<file path="src/rtl/hbs_pkg.sv">
package hbs_pkg;
  parameter int unsigned HBS_AW = 7;
  parameter int unsigned HBS_DW = 16;
  localparam int unsigned HBS_BYTES = HBS_DW / 8;

  typedef logic [HBS_DW-1:0]    word_t;
  typedef logic [HBS_AW-1:0]    waddr_t;
  typedef logic [HBS_BYTES-1:0] be_t;

  // reverse the byte lanes of a word
  function automatic word_t swap_word(input word_t w);
    word_t r;
    for (int i = 0; i < HBS_BYTES; i++)
      r[i*8 +: 8] = w[(HBS_BYTES-1-i)*8 +: 8];
    return r;
  endfunction

  // reverse the byte enables the same way
  function automatic be_t swap_be(input be_t b);
    be_t r;
    for (int i = 0; i < HBS_BYTES; i++)
      r[i] = b[HBS_BYTES-1-i];
    return r;
  endfunction

  function automatic logic hits_port(input waddr_t a, input waddr_t port);
    return a == port;
  endfunction

  // exchange only on FIFO port traffic with swap enabled
  function automatic word_t lane_select(input word_t w, input logic fifo, input logic swap);
    return (fifo && swap) ? swap_word(w) : w;
  endfunction
endpackage

</file>
<file path="src/rtl/hbs_sync.sv">
module hbs_sync #(
  parameter int unsigned W       = 1,
  parameter int unsigned STAGES  = 2,
  parameter logic [W-1:0] RST_VAL = '0
) (
  input  logic         clk,
  input  logic         rst_n,
  input  logic [W-1:0] d_i,
  output logic [W-1:0] q_o
);
  logic [STAGES-1:0][W-1:0] stage_q;

  always_ff @(posedge clk or negedge rst_n) begin
    if (!rst_n) begin
      for (int s = 0; s < STAGES; s++) stage_q[s] <= RST_VAL;
    end else begin
      stage_q[0] <= d_i;
      for (int s = 1; s < STAGES; s++) stage_q[s] <= stage_q[s-1];
    end
  end

  assign q_o = stage_q[STAGES-1];
endmodule

</file>
<file path="src/rtl/hbs_addr_capture.sv">
module hbs_addr_capture #(
  parameter int unsigned AW = 7
) (
  input  logic          clk,
  input  logic          rst_n,
  input  logic          strap_i,
  input  logic          ale_a_i,
  input  logic [AW-1:0] sep_addr_i,
  input  logic [AW-1:0] mux_addr_i,
  output logic          mux_mode_o,
  output logic          strap_done_o,
  output logic [AW-1:0] cur_addr_o
);
  logic          mux_q;
  logic          done_q;
  logic [AW-1:0] lat_q;

  // format is taken once, on the first clock out of reset
  always_ff @(posedge clk or negedge rst_n) begin
    if (!rst_n) begin
      mux_q  <= 1'b0;
      done_q <= 1'b0;
    end else if (!done_q) begin
      mux_q  <= strap_i;
      done_q <= 1'b1;
    end
  end

  // follow the bus while the latch enable is high; the last value stays
  always_ff @(posedge clk or negedge rst_n) begin
    if (!rst_n)                  lat_q <= '0;
    else if (mux_q && ale_a_i)   lat_q <= mux_addr_i;
  end

  assign mux_mode_o   = mux_q;
  assign strap_done_o = done_q;
  assign cur_addr_o   = mux_q ? lat_q : sep_addr_i;
endmodule

</file>
<file path="src/rtl/hbs_cycle_ctrl.sv">
module hbs_cycle_ctrl #(
  parameter int unsigned BYTES = 2
) (
  input  logic             clk,
  input  logic             rst_n,
  input  logic             cs_a_i,
  input  logic             rd_a_i,
  input  logic [BYTES-1:0] wr_a_i,
  output logic             rd_start_o,
  output logic             wr_capture_o,
  output logic             wr_done_o,
  output logic [BYTES-1:0] wr_be_o
);
  logic             rd_q;
  logic             armed_q;
  logic [BYTES-1:0] be_q;
  logic             rd_live;
  logic             wr_live;
  logic             wr_idle;

  assign rd_live = cs_a_i & rd_a_i;
  assign wr_live = cs_a_i & (|wr_a_i);
  assign wr_idle = ~(|wr_a_i);

  always_ff @(posedge clk or negedge rst_n) begin
    if (!rst_n) rd_q <= 1'b0;
    else        rd_q <= rd_live;
  end

  // a write stays armed until every write strobe is released
  always_ff @(posedge clk or negedge rst_n) begin
    if (!rst_n) begin
      armed_q <= 1'b0;
      be_q    <= '0;
    end else if (wr_live) begin
      armed_q <= 1'b1;
      be_q    <= be_q | wr_a_i;
    end else if (armed_q && wr_idle) begin
      armed_q <= 1'b0;
      be_q    <= '0;
    end
  end

  assign rd_start_o   = rd_live & ~rd_q;
  assign wr_capture_o = wr_live;
  assign wr_done_o    = armed_q & wr_idle;
  assign wr_be_o      = be_q;
endmodule

</file>
<file path="src/rtl/hostbus_slave.sv">
module hostbus_slave
  import hbs_pkg::*;
#(
  parameter int unsigned AW          = HBS_AW,
  parameter logic [AW-1:0] FIFO_WORD = 7'h10,
  parameter int unsigned SYNC_STAGES = 2
) (
  input  logic          clk,
  input  logic          rst_n,
  input  logic          mode_strap_i,
  input  logic          cs_n_i,
  input  logic          rd_n_i,
  input  logic          wr_lo_n_i,
  input  logic          wr_hi_n_i,
  input  logic          ale_i,
  input  logic [AW-1:0] addr_i,
  input  word_t         data_i,
  output word_t         data_o,
  output logic          data_oe_o,
  input  logic          swap_en_i,
  output logic          reg_wr_o,
  output logic          reg_rd_o,
  output logic [AW-1:0] reg_addr_o,
  output be_t           reg_be_o,
  output word_t         reg_wdata_o,
  input  word_t         reg_rdata_i,
  output logic          fifo_push_o,
  output logic          fifo_pop_o,
  output be_t           fifo_be_o,
  output word_t         fifo_wdata_o,
  input  word_t         fifo_rdata_i
);
  localparam int unsigned ST_W  = 5;
  localparam int unsigned BUS_W = AW + HBS_DW;
  localparam logic [ST_W-1:0] ST_IDLE = 5'b01111;

  logic [ST_W-1:0]  st_q;
  logic [BUS_W-1:0] bus_q;
  logic [AW-1:0]    bus_addr_q;
  word_t            bus_data_q;

  logic             cs_a, rd_a, ale_a;
  be_t              wr_a;

  // named internal events
  logic             mux_mode_w;
  logic             strap_done_w;
  logic [AW-1:0]    cur_addr_w;
  logic             rd_start_w;
  logic             wr_capture_w;
  logic             wr_done_w;
  be_t              wr_be_w;
  logic             fifo_wr_hit_w;
  logic             fifo_rd_hit_w;

  logic [AW-1:0]    wr_addr_q;
  word_t            wdata_q;
  word_t            rd_hold_q;

  hbs_sync #(.W(ST_W), .STAGES(SYNC_STAGES), .RST_VAL(ST_IDLE)) u_strobe_sync (
    .clk   (clk),
    .rst_n (rst_n),
    .d_i   ({ale_i, wr_hi_n_i, wr_lo_n_i, rd_n_i, cs_n_i}),
    .q_o   (st_q)
  );

  // bus lines take the same depth so they align with the strobes
  hbs_sync #(.W(BUS_W), .STAGES(SYNC_STAGES), .RST_VAL('0)) u_bus_sync (
    .clk   (clk),
    .rst_n (rst_n),
    .d_i   ({addr_i, data_i}),
    .q_o   (bus_q)
  );

  assign bus_addr_q = bus_q[BUS_W-1:HBS_DW];
  assign bus_data_q = bus_q[HBS_DW-1:0];
  assign cs_a       = ~st_q[0];
  assign rd_a       = ~st_q[1];
  assign wr_a       = {~st_q[3], ~st_q[2]};
  assign ale_a      = st_q[4];

  hbs_addr_capture #(.AW(AW)) u_addr (
    .clk          (clk),
    .rst_n        (rst_n),
    .strap_i      (mode_strap_i),
    .ale_a_i      (ale_a),
    .sep_addr_i   (bus_addr_q),
    .mux_addr_i   (bus_data_q[AW:1]),
    .mux_mode_o   (mux_mode_w),
    .strap_done_o (strap_done_w),
    .cur_addr_o   (cur_addr_w)
  );

  hbs_cycle_ctrl #(.BYTES(HBS_BYTES)) u_cycle (
    .clk          (clk),
    .rst_n        (rst_n),
    .cs_a_i       (cs_a),
    .rd_a_i       (rd_a),
    .wr_a_i       (wr_a),
    .rd_start_o   (rd_start_w),
    .wr_capture_o (wr_capture_w),
    .wr_done_o    (wr_done_w),
    .wr_be_o      (wr_be_w)
  );

  // hold the address and data of the write while its strobes are low
  always_ff @(posedge clk or negedge rst_n) begin
    if (!rst_n) begin
      wr_addr_q <= '0;
      wdata_q   <= '0;
    end else if (wr_capture_w) begin
      wr_addr_q <= cur_addr_w;
      wdata_q   <= bus_data_q;
    end
  end

  assign fifo_wr_hit_w = hits_port(wr_addr_q, FIFO_WORD);
  assign fifo_rd_hit_w = hits_port(cur_addr_w, FIFO_WORD);

  assign reg_wr_o    = wr_done_w & ~fifo_wr_hit_w;
  assign fifo_push_o = wr_done_w &  fifo_wr_hit_w;
  assign reg_rd_o    = rd_start_w & ~fifo_rd_hit_w;
  assign fifo_pop_o  = rd_start_w &  fifo_rd_hit_w;

  assign reg_addr_o   = wr_done_w ? wr_addr_q : cur_addr_w;
  assign reg_be_o     = wr_be_w;
  assign reg_wdata_o  = wdata_q;
  assign fifo_wdata_o = lane_select(wdata_q, 1'b1, swap_en_i);
  assign fifo_be_o    = swap_en_i ? swap_be(wr_be_w) : wr_be_w;

  always_ff @(posedge clk or negedge rst_n) begin
    if (!rst_n)          rd_hold_q <= '0;
    else if (rd_start_w) rd_hold_q <= fifo_rd_hit_w ? lane_select(fifo_rdata_i, 1'b1, swap_en_i)
                                                    : reg_rdata_i;
  end

  assign data_o    = rd_hold_q;
  assign data_oe_o = ~cs_n_i & ~rd_n_i;
endmodule

</file>
<file path="config.mk">
export PLATFORM = sky130hd
export DESIGN_NAME = hostbus_slave
export DESIGN_NICKNAME = d
export VERILOG_FILES = /design/src/rtl/hbs_pkg.sv /design/src/rtl/hbs_sync.sv /design/src/rtl/hbs_addr_capture.sv /design/src/rtl/hbs_cycle_ctrl.sv /design/src/rtl/hostbus_slave.sv
export SDC_FILE = /design/constraint.sdc
export NUM_CORES = 1
export LEC_CHECK = 0
export BUFFER_PORTS_ARGS = -buffer_cell sky130_fd_sc_hd__buf_2
export CAP_MARGIN = 25
export CORE_UTILIZATION = 52
export DETAILED_ROUTE_END_ITERATION = 10
export PLACE_DENSITY = 0.8
export SLEW_MARGIN = 10
export SYNTH_ARGS = -nofsm -noshare
export SYNTH_HDL_FRONTEND = slang
export SYNTH_HIERARCHICAL = 1
export SYNTH_SLANG_ARGS = --single-unit
</file>
<file path="constraint.sdc">
create_clock -name clk -period 2.55 [get_ports clk]
set_clock_uncertainty 0.1 [all_clocks]
set_input_delay 0.1275 -clock clk [delete_from_list [all_inputs] [get_ports clk]]
set_output_delay 0.1275 -clock clk [all_outputs]
set_load 0.01 [all_outputs]
</file>
# After elaboration in Yosys (flattened, before gate mapping)
# Cells that the tools add are included.
[totals]
word_cells = 49
register_bits = 108
latch_bits = 0
ram_bits = 0
memories = 0
mem_bits_ro = 0
input_bits = 64
[classes]
n_mul = 0
add_sub_neg = 0
bitwise_logic = 20
magnitude_cmp = 0
n_eq_ne = 2
reduce_logical = 4
shifts = 0
muxes = 10
n_div = 0
[ops]
columns = ["op", "n"]
rows = [
  ["$mux 16", 3],
  ["$eq 7x5->1 const B", 2],
  ["$mux 7", 2],
  ["$not 1->1", 10],
  ["$and 1x1->1", 9],
  ["$mux 2", 3],
  ["$logic_and 1x1->1", 2],
  ["$mux 1", 2],
  ["$or 2x2->2", 1],
  ["$reduce_bool 2->1", 1],
  ["$reduce_or 2->1", 1],
]

# Logic depth before layout (Yosys ltp)
# Gate-level depths: netlist of run 1.
[logic_depth]
ltp_word = 6
ltp_mapped = 8
mapped_depth_nobuf = 5

# Cells and area by module
# Netlist of run 1, hierarchy kept.
[by_module_without_submodules]
columns = ["mod", "cells_per_inst", "n_inst", "seq_area_each_um2", "area_per_inst_um2"]
rows = [
  ["hostbus_slave", 198, 1, 975.9, 2238.4],
  ["hbs_sync at u_bus_sync", 69, 1, 1151.1, 1323.8],
  ["hbs_addr_capture", 27, 1, 225.2, 455.4],
  ["hbs_sync at u_strobe_sync", 15, 1, 260.2, 297.8],
  ["hbs_cycle_ctrl", 15, 1, 100.1, 168.9],
]

# Least setup slack after synthesis of run 1
# Ideal clock, no wire load.
[synth_timing]
path_type = "reg2reg"
from = "register u_addr.mux_q (netlist: u_addr/mux_mode_o)"
to = "register rd_hold_q[10] (netlist: data_o[10])"
arrival_time_ns = 1.781
slack_ns = 0.526
period_less_slack_ns = 2.024
stages_incl_launch_ff = 8
cell_sequence = "dfrtp_1 > buf_6 > mux2_2 > nor4b_4 > and2_1 > buf_4 > buf_6 > o221ai_1"
[synth_between]
elab_chain_len = 3
[synth_rtl]
columns = ["element", "line_no", "rtl"]
rows = [
  ["start: declaration", "hbs_addr_capture.sv:14", "logic mux_q;"],
  ["start signal: assignment", "hbs_addr_capture.sv:24", "mux_q <= strap_i;"],
  ["$mux 7", "hbs_addr_capture.sv:37", "assign cur_addr_o = mux_q ? lat_q : sep_addr_i;"],
  ["net cur_addr_w[6]", "hostbus_slave.sv:48", "logic [AW-1:0] cur_addr_w;"],
  ["$eq 7x5->1", "hbs_pkg.sv:27", "return a == port;"],
  ["$mux 16", "hostbus_slave.sv:133", "else if (rd_start_w) rd_hold_q <= fifo_rd_hit_w ? lane_select(fifo_rdata_i, 1'b1, swap_en_i)"],
  ["end signal: assignment", "hostbus_slave.sv:133", ""],
  ["end: declaration", "hostbus_slave.sv:58", "word_t rd_hold_q;"],
]
# The timed path passes the listed nets, and every way through them passes these cells.
# A chain may end at the register's enable or synchronous reset.

# Final worst setup path of run 1
[layout_timing]
from = "register u_addr.mux_q (netlist: u_addr/mux_mode_o)"
to = "output port reg_rd_o"
[layout_between]
elab_chain_len = 4
[layout_rtl]
columns = ["element", "line_no", "rtl"]
rows = [
  ["$mux 7", "hbs_addr_capture.sv:37", ""],
  ["net cur_addr_w[6]", "hostbus_slave.sv:48", ""],
  ["$eq 7x5->1", "hbs_pkg.sv:27", ""],
  ["$not 1->1", "hostbus_slave.sv:122", "assign reg_rd_o = rd_start_w & ~fifo_rd_hit_w;"],
  ["$and 1x1->1", "hostbus_slave.sv:122", ""],
  ["end: declaration", "hostbus_slave.sv:22", "output logic reg_rd_o,"],
]
# The timed path passes the listed nets, and every way through them passes these cells.

==> results of run 1 <==
-- metal layers --
| layer | up-vias | wire length, um | GRT usage |
|---|---|---|---|
| met2 | 102 | 4292 | 0.3393 |
| li1 | 1390 | - | - |
| met1 | 1413 | 3937 | 0.2711 |
| met4 | 0 | 96 | 0.06818 |
| met5 | - | 0 | 0 |
| met3 | 7 | 413 | 0.03060 |
-- cells by family (layout without fill, tap and decap cells) --
kind of cell           count (synthesis)  count (layout)  share of synthesized area
other                                  1               1                  0.0008363
and+or+nand+nor                       50              50                    0.07004
buffers and inverters                 66             216                    0.08426
AOI/OAI and AO/OA                     20              20                    0.03571
DFF                                  108             108                     0.6049
muxes                                 79              79                     0.2042
-- final cells by class --
class / instances / area share
multi-input combinational: 150 / 0.2465
tap: 105 / 0.02319
timing repair buffer: 180 / 0.2054
clock buffer: 10 / 0.02253
clock inverter: 6 / 0.009940
sequential: 108 / 0.4791
inverter: 20 / 0.01325
-- tightest hold or removal path: stages --
cell	delay (ns)
buf_2	0.08
mux2_2	0.13
nand4_1	0.09
o221ai_1	0.08
-- cells in the final DEF (no fill, tap or decap), types with 3 or more instances in the layout --
cell type,instances
a21oi_1,4
and2_1,3
nor2_1,3
inv_1,20
mux2_2,72
o221ai_1,16
mux2_4,7
buf_2,126
buf_4,7
dfstp_2,8
dlygate4sd3_1,46
nand2_1,16
nand4_1,16
clkbuf_8,9
dfrtp_1,99
-- sequential cells by signal, indices dropped and copies added, names as in the netlist --
signal	cells
u_bus_sync/stage_q	23
u_cycle/wr_be_o	2
u_strobe_sync/stage_q	5
reg_wdata_o	16
u_addr/strap_done_o	1
u_strobe_sync/q_o	5
u_cycle/rd_q	1
wr_addr_q	7
u_bus_sync/q_o	23
u_addr/lat_q	7
data_o	16
u_cycle/armed_q	1
u_addr/mux_mode_o	1
-- worst paths after layout --
kind	start	endpoint	slack, ns	depth (start not counted)
min in group asynchronous	rst_n	data_o[3]$_DFFE_PN0P_	0.27	2
max in group asynchronous	rst_n	u_strobe_sync/q_o[0]$_DFF_PN1_	1.31	3
setup reg to reg	u_addr/mux_mode_o$_DFFE_PN0N_	data_o[13]$_DFFE_PN0P_	0.34	5
hold / removal	fifo_rdata_i[14]	data_o[14]$_DFFE_PN0P_	0.09	4
hold reg to reg	u_strobe_sync/stage_q[2]$_DFF_PN1_	u_strobe_sync/q_o[2]$_DFF_PN1_	0.25	0
setup / recovery	u_addr/mux_mode_o$_DFFE_PN0N_	reg_rd_o	0.17	5
-- metrics by stage --
stage          setup WS [ns]  hold WS, ns  instance area, sq um  instances
6_report              0.1690      0.09437                  5664        579
5_1_grt              0.04519      0.09543                  5664        579
4_1_cts               0.1394      0.08259                  5664        579
3_5_place_dp          0.2184       0.1303                  5019        517
3_3_place_gp          0.3116       0.1287                  5019        517
2_1_floorplan         0.5265      -0.2681                  4484        324
-- power breakdown --
part	switching [mW]	total, mW	internal (mW)
clock	0.590	0.968	0.377
combinational	0.349	0.762	0.413
sequential	0.120	2.02	1.90
total	1.06	3.75	2.69
-- what timing repair did --
item	in CTS	in global routing
setup endpoints to repair	1	0
gates resized for setup	1	0
hold endpoints to repair	101	0
hold buffers	46	0
==> metrics, run 1 <==
Avg Cell Area, Syn 13.84 sq um; share of the synthesized area in the top cell type 0.5580; drt first pass iters 4; GRT Util Overall 0.2027; final worst path period need 2.381 ns; htree depth 3; clk slew on worst S/H paths 0.11 ns; # DRC 0; vias in the first global route 2892; layout cell share with drive strength beyond 1 0.5148; floorplan row count 33; Yosys Warn Count 6; P&R area growth vs syn 26.31%; io pins 128; Fmax achieved 420.0 MHz; Worst setup EP type primary output; CTS root buf clkbuf_8; Vias 2912; first-pass GRT wire length 13750 um; Detail Placement HPWL 5734 um; total negative setup slack 0 ns; final wirelength 8740 um; most frequent cell after synthesis dfrtp_1; prevailing post-synth register cell dfrtp_1; synth top area cells dfrtp_1, mux2_2, buf_4; starting density of the core 0.5403; critical path startpoint category flop; number of synthesized register bits 108; CP Cell Sequence mux2_2, nor4b_4, and2_1, nor2b_1, buf_2; register area 2714 sq um; post-synthesis sequential area ratio 0.6049; Yosys cell types 27; total congestion overflow 0; max_slew headroom 0.4575; final antenna-violating net count 0; max-capacitance violation count 0; antenna cells 0; Leak Pwr 2.648 nW; vias per cell 5.029; Post-synth ARST share 1.000; syn nets 388; Pwr per Cell Area 661.2 nW/um^2; Syn Inst Count 324; drt wl/cell 15.09 um; Max Slew Vio Count 0; peak supply drop 390.9 uV; HP Class in -> reg; largest net degree at the start of global routing 58; TritonCTS sink count 108; initial antenna violation count 0; Pwr Total 3.745 mW; CP Class reg -> out; area of the core 8299 sq um; # setup viols final 0; fillers 607; Multi-input gate area 1396 sq um; Critical Path RT 2.32 ns; RSZ-0062 raised after global routing no; Die Ht 94.87 um; Die Span X 94.87 um; crit path max-delay cell type dfrtp_2; port buffer count 127; routability congestion estimate 0.8029; Max Buffers Root-to-Sink 2; CTS tree built; Final period util 0.9337; delay-heaviest family, CP simple AND/OR/NAND/NOR gates; status completed; final hold violation count 0; Worst Path Buf+Inv 1; Synth area leader dfrtp_1; final core utilization 0.6825; die area 8999 sq um; starting DRC count in detailed routing 90; Max FO, Critical Path 9; Num CTS Buffers 9; nets 533; Worst Tran Pin Value 0.8120 ns; Post-synth EDFFs 0; mapped cell area 4484 sq um; CP max stage delay 0.53 ns; Worst EP arrival 2.15 ns; synth cell count leaders dfrtp_1, mux2_2, buf_4, inv_1; Post CTS Setup Buffer Count 0; Clock Latency Late Sink 0.35 ns
Note: power is estimated with default switching activity, not from simulation.
==> run 2: changes to the inputs <==
--- a/config.mk
+++ b/config.mk
@@ -7,9 +7,10 @@
 export LEC_CHECK = 0
 export BUFFER_PORTS_ARGS = -buffer_cell sky130_fd_sc_hd__buf_2
 export CAP_MARGIN = 25
-export CORE_UTILIZATION = 52
+export CORE_UTILIZATION = 54
+export CTS_BUF_LIST = sky130_fd_sc_hd__clkbuf_4
 export DETAILED_ROUTE_END_ITERATION = 10
-export PLACE_DENSITY = 0.8
+export PLACE_DENSITY = 0.82
 export SLEW_MARGIN = 10
 export SYNTH_ARGS = -nofsm -noshare
 export SYNTH_HDL_FRONTEND = slang
==> run 2 against run 1 <==
  * Combinational power increased by 12%
  * Maximum frequency decreased by 4.7%
  * Die area down 3.6%
  * Core utilization grew 6.6 points
  * First-iteration DRC count is 92% higher
  * Critical path depth rose by 2
  * Sequential cell count did not move
  * Worst setup slack got worse by 0.12 ns
  * Largest cell class unchanged
==> metrics, run 2 (synthesized netlist as in run 1, its figures left out) <==
largest net degree at the start of global routing 54; Final Instance Area 5901 sq um; register area 2714 sq um; routability congestion estimate 0.8223; critical path startpoint category flop; Vias 3114; Leak Pwr 2.763 nW; Max Slew Vio Count 0; nets 558; clk slew on worst S/H paths 0.18 ns; # DRC 0; starting density of the core 0.5685; Final WS setup 0.05100 ns; Worst EP arrival 2.75 ns; Worst Tran Pin Value 0.8005 ns; final hold violation count 0; Num CTS Buffers 9; vias per cell 5.181; Final period util 0.9800; RSZ-0062 raised after global routing no; Non-Filler Instances 601; Critical Path RT 2.80 ns; peak supply drop 402.2 uV; port buffer count 127; final worst path period need 2.499 ns; HP Class in -> reg; vias in the first global route 3131; TritonCTS sink count 108; Die Ht 93.13 um; drt first pass iters 4; Max FO, Critical Path 17; initial antenna violation count 0; final wirelength 9794 um; Worst setup EP type flop; CTS tree built; starting DRC count in detailed routing 173; CTS root buf clkbuf_4; max_slew headroom 0.4663; final antenna-violating net count 0; antenna cells 0; die area 8672 sq um; first-pass GRT wire length 15390 um; commonest non-fill, non-tap cell in the layout buf_2; Fmax achieved 400.2 MHz; area of the core 7888 sq um; layout cell share with drive strength beyond 1 0.5010; Detail Placement HPWL 5714 um; drt wl/cell 16.30 um; Pwr per Cell Area 640.4 nW/um^2; total congestion overflow 0; max-capacitance violation count 0; commonest cells after routing, fill and taps aside buf_2, dfrtp_1, mux2_2, dlygate4sd3_1, inv_1; DP Area 5027 sq um; # setup viols final 0; io pins 128; fillers 511; Max Buffers Root-to-Sink 2; CP Class reg -> reg; total negative setup slack 0 ns; htree depth 3; placed insts 514; floorplan row count 32; Clock Latency Late Sink 0.45 ns; GRT Util Overall 0.2351; status completed; P&R area growth vs syn 31.58%; Multi-input gate area 1404 sq um; DP Worst Slack 0.4199 ns; Die Span X 93.13 um
-- run 2: timing repair --
action	CTS	global route
buffers inserted	0	4
hold buffers	67	0
resized for setup	1	4
endpoints found under the hold margin	92	0
setup endpoints to repair	2	15
-- run 2: final cells by class --
cell class	count	share of cell area
clock inverter	6	0.01421
tap	102	0.02163
sequential	108	0.4599
inverter	20	0.01272
timing repair buffer	205	0.2409
multi-input combinational	150	0.2379
clock buffer	10	0.01272
-- run 2: per-layer routing --
layer,vias up,track usage,wire [um]
met5,-,0,0
met4,0,0.07436,171
met3,17,0.05610,653
met2,147,0.3897,4863
met1,1503,0.3071,4106
li1,1447,-,-
-- run 2: through the flow --
stage / util / power [mW] / hold slack [ns]
3_3_place_gp: 0.6374 / 2.735 / 0.1062
6_report: 0.7481 / 3.779 / 0.06162
5_1_grt: 0.7481 / 3.972 / 0.02983
3_5_place_dp: 0.6374 / 2.765 / 0.1151
2_1_floorplan: - / 2.471 / -0.2681
4_1_cts: 0.7427 / 3.774 / 0.01769
-- run 2: worst max-delay path, stage by stage (launching register included) --
cell	delay (ns)
dfrtp_2	0.46
clkbuf_2	0.18
mux2_2	0.39
nor3_4	0.19
and2_1	0.16
buf_6	0.18
o221ai_1	0.14
dlygate4sd3_1	0.61
-- run 2: worst paths after layout --
check	startpoint	end	slack (ns)	depth (start not counted)
max	u_addr/mux_mode_o$_DFFE_PN0N_	data_o[12]$_DFFE_PN0P_	0.05	7
min	fifo_rdata_i[12]	data_o[4]$_DFFE_PN0P_	0.06	4
max reg2reg	u_addr/mux_mode_o$_DFFE_PN0N_	data_o[12]$_DFFE_PN0P_	0.05	7
min reg2reg	u_strobe_sync/stage_q[2]$_DFF_PN1_	u_strobe_sync/q_o[2]$_DFF_PN1_	0.25	0
max in group asynchronous	rst_n	data_o[1]$_DFFE_PN0P_	1.49	3
min in group asynchronous	rst_n	data_o[0]$_DFFE_PN0P_	0.14	2
-- run 2: where the power goes --
| group | total (mW) | internal, mW | switching [mW] |
|---|---|---|---|
| clock network | 0.911 | 0.333 | 0.578 |
| registers | 2.02 | 1.90 | 0.122 |
| logic | 0.850 | 0.467 | 0.383 |
